**src/rtl/seqsh_pkg.sv**
```systemverilog
package seqsh_pkg;
  typedef enum logic {
    DIR_LEFT  = 1'b0,
    DIR_RIGHT = 1'b1
  } shdir_e;

  typedef enum logic [1:0] {
    ST_IDLE  = 2'd0,
    ST_SHIFT = 2'd1,
    ST_HOLD  = 2'd2
  } shst_e;
endpackage

```
**src/rtl/seqsh_step_gen.sv**
```systemverilog
module seqsh_step_gen #(
  parameter int CNT_W = 3
) (
  input  logic             clk,
  input  logic             rst_n,
  input  logic             load,
  input  logic [CNT_W-1:0] amt,
  output logic             strobe,
  output logic             last
);
  logic [CNT_W-1:0] remain;

  always_ff @(posedge clk) begin
    if (!rst_n)      remain <= '0;
    else if (load)   remain <= amt;
    else if (strobe) remain <= remain - CNT_W'(1);
  end

  assign strobe = (remain != '0);
  assign last   = (remain == CNT_W'(1));

  // after the final strobe no further strobe follows unless reloaded
  p_last_stops_r4: assert property (@(posedge clk) disable iff (!rst_n)
    (last && !load) |=> !strobe);
endmodule

```
**src/rtl/seqsh_shift_reg.sv**
```systemverilog
module seqsh_shift_reg #(
  parameter int W = 8
) (
  input  logic         clk,
  input  logic         rst_n,
  input  logic         load,
  input  logic [W-1:0] din,
  input  logic         step_l,
  input  logic         step_r,
  output logic [W-1:0] q
);
  always_ff @(posedge clk) begin
    if (!rst_n)      q <= '0;
    else if (load)   q <= din;
    else if (step_l) q <= {q[W-2:0], 1'b0};
    else if (step_r) q <= {1'b0, q[W-1:1]};
  end

  // strobes never collide with a load or with each other
  p_no_strobe_on_load_r2: assert property (@(posedge clk) disable iff (!rst_n)
    load |-> !(step_l || step_r));
  p_one_dir_r3: assert property (@(posedge clk) disable iff (!rst_n)
    $onehot0({step_l, step_r}));
endmodule

```
**src/rtl/seqsh_ctrl.sv**
```systemverilog
module seqsh_ctrl
  import seqsh_pkg::*;
(
  input  logic clk,
  input  logic rst_n,
  input  logic in_valid,
  input  logic amt_zero,
  input  logic last_step,
  input  logic out_ready,
  output logic take,
  output logic in_ready,
  output logic busy,
  output logic out_valid
);
  shst_e state, state_nx;

  assign in_ready  = (state == ST_IDLE);
  assign busy      = (state == ST_SHIFT);
  assign out_valid = (state == ST_HOLD);
  assign take      = in_valid && in_ready;

  always_comb begin
    state_nx = state;
    unique case (state)
      ST_IDLE:  if (take) state_nx = amt_zero ? ST_HOLD : ST_SHIFT;
      ST_SHIFT: if (last_step) state_nx = ST_HOLD;
      ST_HOLD:  if (out_ready) state_nx = ST_IDLE;
      default:  state_nx = ST_IDLE;
    endcase
  end

  always_ff @(posedge clk) begin
    if (!rst_n) state <= ST_IDLE;
    else        state <= state_nx;
  end

  p_zero_amt_r4: assert property (@(posedge clk) disable iff (!rst_n)
    (take && amt_zero) |=> out_valid);
  p_busy_blocks_r5: assert property (@(posedge clk) disable iff (!rst_n)
    busy |-> !in_ready);
  p_hold_valid_r7: assert property (@(posedge clk) disable iff (!rst_n)
    (out_valid && !out_ready) |=> out_valid);
  p_idle_after_take_r8: assert property (@(posedge clk) disable iff (!rst_n)
    (out_valid && out_ready) |=> in_ready);
endmodule

```
**src/rtl/seq_shifter.sv**
```systemverilog
module seq_shifter
  import seqsh_pkg::*;
#(
  parameter int DATA_W = 8,
  localparam int AMT_W = $clog2(DATA_W)
) (
  input  logic              clk,
  input  logic              rst_n,
  input  logic              in_valid,
  output logic              in_ready,
  input  logic [DATA_W-1:0] in_data,
  input  logic [AMT_W-1:0]  in_amt,
  input  logic              in_dir,
  output logic              busy,
  output logic              out_valid,
  input  logic              out_ready,
  output logic [DATA_W-1:0] out_data
);
  localparam int N_DIR = 2;

  logic             take;
  logic [N_DIR-1:0] strobe, last;
  logic [DATA_W-1:0] word;

  seqsh_ctrl u_ctrl (
    .clk       (clk),
    .rst_n     (rst_n),
    .in_valid  (in_valid),
    .amt_zero  (in_amt == '0),
    .last_step (|last),
    .out_ready (out_ready),
    .take      (take),
    .in_ready  (in_ready),
    .busy      (busy),
    .out_valid (out_valid)
  );

  for (genvar g = 0; g < N_DIR; g++) begin : g_gen
    seqsh_step_gen #(.CNT_W(AMT_W)) u_gen (
      .clk    (clk),
      .rst_n  (rst_n),
      .load   (take && (in_dir == 1'(g))),
      .amt    (in_amt),
      .strobe (strobe[g]),
      .last   (last[g])
    );
  end

  seqsh_shift_reg #(.W(DATA_W)) u_sreg (
    .clk    (clk),
    .rst_n  (rst_n),
    .load   (take),
    .din    (in_data),
    .step_l (strobe[DIR_LEFT]),
    .step_r (strobe[DIR_RIGHT]),
    .q      (word)
  );

  assign out_data = out_valid ? word : '0;

  p_strobe_only_busy_r5: assert property (@(posedge clk) disable iff (!rst_n)
    (|strobe) |-> busy);
  p_data_stable_r7: assert property (@(posedge clk) disable iff (!rst_n)
    (out_valid && !out_ready) |=> $stable(out_data));
  p_zero_when_idle_r7: assert property (@(posedge clk) disable iff (!rst_n)
    !out_valid |-> (out_data == '0));
endmodule

```
**config.mk**
```make
export PLATFORM = sky130hd
export DESIGN_NAME = seq_shifter
export DESIGN_NICKNAME = d
export VERILOG_FILES = /design/src/rtl/seqsh_pkg.sv /design/src/rtl/seqsh_step_gen.sv /design/src/rtl/seqsh_shift_reg.sv /design/src/rtl/seqsh_ctrl.sv /design/src/rtl/seq_shifter.sv
export SDC_FILE = /design/constraint.sdc
export NUM_CORES = 1
export LEC_CHECK = 0
export ABC_AREA = 1
export CAP_MARGIN = 20
export CORE_AREA = 4 4 57 59
export DETAILED_ROUTE_END_ITERATION = 6
export DIE_AREA = 0 0 61 63
export PLACE_DENSITY = 0.71
export SKIP_CTS_REPAIR_TIMING = 1
export SLEW_MARGIN = 5
export SYNTH_ARGS = -nofsm -noshare
export SYNTH_HDL_FRONTEND = slang
export SYNTH_SLANG_ARGS = --single-unit
```
**constraint.sdc**
```tcl
create_clock -name clk -period 1.5 [get_ports clk]
set_clock_uncertainty 0.1 [all_clocks]
set_input_delay 0.3 -clock clk [delete_from_list [all_inputs] [get_ports clk]]
set_output_delay 0.3 -clock clk [all_outputs]
set_load 0.005 [all_outputs]
```
==> results.md <==
- Lkg Pwr: 0.835 nW
- RR Endpoint: u_sreg.q[6]
- Required @ worst endpoint: approximately 1.1 ns
- Top-area cell type share of the netlist area: between 20% and 30%
- Async S/R FF share, synth: 0%
- Synth Warn #: 0
- Cell row count: 19
- Worst R2R Setup Slack: 0.05 ns
- Seq cells post-synth: 16
- Vias in the first global route: 1072
- Hold Startpoint: g_gen[1].u_gen.remain[1]
- Netlist Area Pre-Place: around 1100 µm²
- Cells after synthesis: about 170
- Comb power frac: 70.4%
- Syn Area/Cell: 6.62 µm²
- Sequential share of power: a little under a quarter
- Crit path largest cell delay: 0.34 ns
- CTS tree: yes
- Routed via count: 1208
- Peak Freq: 605 MHz
- Hpwl dp: 2020 µm
- Ranking of synthesized cells by area: dfxtp_1 28%, nand2_1 14%, inv_1 9.2%
- Die Area: ~3800 µm²
- Setup violators final: 7
- Core box area: 2710 µm²
- Arr. time, crit path: roughly 1.3 ns
- Inserted Clock Buffers: 3
- Largest net degree at the start of global routing: 17
- Register area share after synthesis: between 20 and 30%
- Routed Antenna Nets: 0
- Type of the tightest min-delay check: reg2reg
- Status: finished, violations left
- Initial antenna violation count: 0
- Net Sw Frac: 46.8%
- Max-cap violations: 0
- Wirelength per Cell: 10.8 µm
- EDFF count, synth: 0
- Worst path depth: 7
- Synth-to-layout area growth: 46.0%
- Setup repair after global routing missed its margin: true
- Later-pin clock latency in the skew report: ~0.28 ns
- Synth Flop Type: dfxtp_1
- Vert. Die Dim: 63 µm
- Critical path's slowest cell: dfxtp_2
- Setup WS post-layout: -0.154 ns
- Crit-path cells: inv_2 > nor2_4 > inv_2 > buf_6 > buf_6 > nor2_1 > buf_2
- Max-slew headroom: 78.5%
- Drt total wl: around 2800 µm
- Mapped Nets: between 150 and 200
- TritonCTS Sinks: 16
- R2r startpoint: g_gen[0].u_gen.remain[0]
- Failing checks: setup timing
- Gr usage total: 13.8%
- H-tree lvl count: 1
- Clock power share: 6.7%
- Pint: 1.85 mW
- Final worst path period share: 110%
- Port-buffer cells: 26
- WS Path Type: reg2out
- Via/cell ratio: 4.74
- Worst-path clk slew: around 0.10 ns
- Worst Path Max Fanout: 5
- Post-synth cell types: 22
- Placer Congestion: between 0.7 and 0.8
- Hold Slack: roughly 0.39 ns
- Total grt overflow: 0
- Worst reg2reg path depth: 9
- Element type at the critical path end: output pin
- Starting Density: a little over two fifths
- Worst vdd ir: 0.00116 V
- Starting DRT DRC Count: 25
- Power Dens Cells: 2080 nW/µm²
- # diodes: 0
- Final min period: 1.65 ns
- Kind of cell adding the most delay to the critical path: buffers and inverters
- CP Launch Type: flip-flop
- First-pass GRT wire length: 4230 µm
- Nets: 248
- Hold Path Depth: 2
- Layout cells sized above 1: 33.5%
- Sw power: 1.63 mW
- Root Driver: clkbuf_4
- Buffers & Inverters on Critical Path: 5
- Endpoints failing hold: 0
- Drt first pass iters: 4
- Worst slew pin tran: about 0.32 ns
- Setup TNS: -0.628 ns
- Cell taking the most area after synthesis: dfxtp_1
- Chip width: about 61 µm
- WHS Endpoint: g_gen[1].u_gen.remain[1]
- Max-slew violation count: 0
- Top-level I/O count: 27
- Residual DRC: 0
- Clock Tree Buf Depth: 2
==> cell usage in the layout (no fill, tap or decap), drive strengths merged <==
master / netlist / layout
buf: 3 / 32
nand3: 10 / 11
inv: 30 / 30
clkbuf: 0 / 3
nor2: 29 / 29
a21oi: 13 / 13
xor2: 4 / 4
dfxtp: 16 / 16
nor3: 1 / 1
nand2: 47 / 47
o21ai: 14 / 14
clkdlybuf4s50: 0 / 15
dlymetal6s2s: 0 / 3
ha: 6 / 6
==> cell type report <==
type	count	area [µm²]
multi-input combinational	125	739
fill	261	1040
tap	31	38.8
clock buffer	3	22.5
inverter	30	120
sequential	16	328
timing repair buffer	50	423
==> per-layer routing <==
layer	track usage, %	wire length [µm]
met5	0	0
met4	5.42	52
met3	1.65	112
met2	22.7	1360
met1	17.7	1230
==> worst register-to-register path: cells and delay by family (launching register included) <==
family | cells | cell delay, ns
buf+inv | 3 | 0.29
flops | 1 | 0.34
fa+ha+maj | 1 | 0.14
compound gates | 1 | 0.13
simple gates | 4 | 0.40
==> registers in the layout, summed over array words and instances, names as in the netlist <==
register and cells:
g_gen.u_gen.remain 6, u_ctrl.state 2, u_sreg.q 8
==> per-stage QoR <==
step / setup slack, ns / cell area [µm²] / utilization [%] / total power [mW] / cells
after CTS: -0.516 / 1540 / 56.9 / 3.08 / 245
after floorplan: 0.0367 / 1140 / - / 2.22 / 173
after detailed placement: -0.213 / 1520 / 56.1 / 2.85 / 242
final: -0.154 / 1670 / 61.7 / 3.48 / 255
after global routing: -0.261 / 1670 / 61.7 / 3.80 / 255
after global placement: -0.168 / 1520 / 56.1 / 2.76 / 242
==> cell families after synthesis <==
logic type / share of synthesized area [%]
compound gates: 14.4
flops: 28.0
fa+ha+maj: 6.56
buf+inv: 13.2
xor+xnor: 3.06
simple gates: 34.8
==> cell usage after synthesis (2+ instances only) <==
library cell  number
a21oi_1           13
o21ai_0            6
xor2_1             4
o21ai_2            8
nand2_2            2
dfxtp_1           16
nand3_1            8
inv_1             28
nor2_1            22
ha_1               6
nor2_4             2
nand2_1           44
nor2_2             5
==> power groups by stage <==
stage               Combinational, mW  Sequential, mW  Clock (mW)
finish                           2.45           0.798       0.235
global placement                 2.00           0.762           0
detailed placement               2.07           0.773           0
floorplan                        1.42           0.797           0
CTS                              2.08           0.763       0.236
global route                     2.71           0.833       0.259
==> worst max path at each step <==
stage                              from          end  slack (ns)
2_1_floorplan  g_gen[0].u_gen.remain[0]  u_sreg.q[2]        0.04
3_3_place_gp            u_ctrl.state[1]  out_data[7]       -0.17
3_5_place_dp            u_ctrl.state[1]  out_data[6]       -0.21
4_1_cts                 u_ctrl.state[1]  out_data[6]       -0.52
5_1_grt                 u_ctrl.state[1]  out_data[1]       -0.26
6_report                u_ctrl.state[1]  out_data[0]       -0.15
No activity file was read; power rests on OpenSTA's default activity.
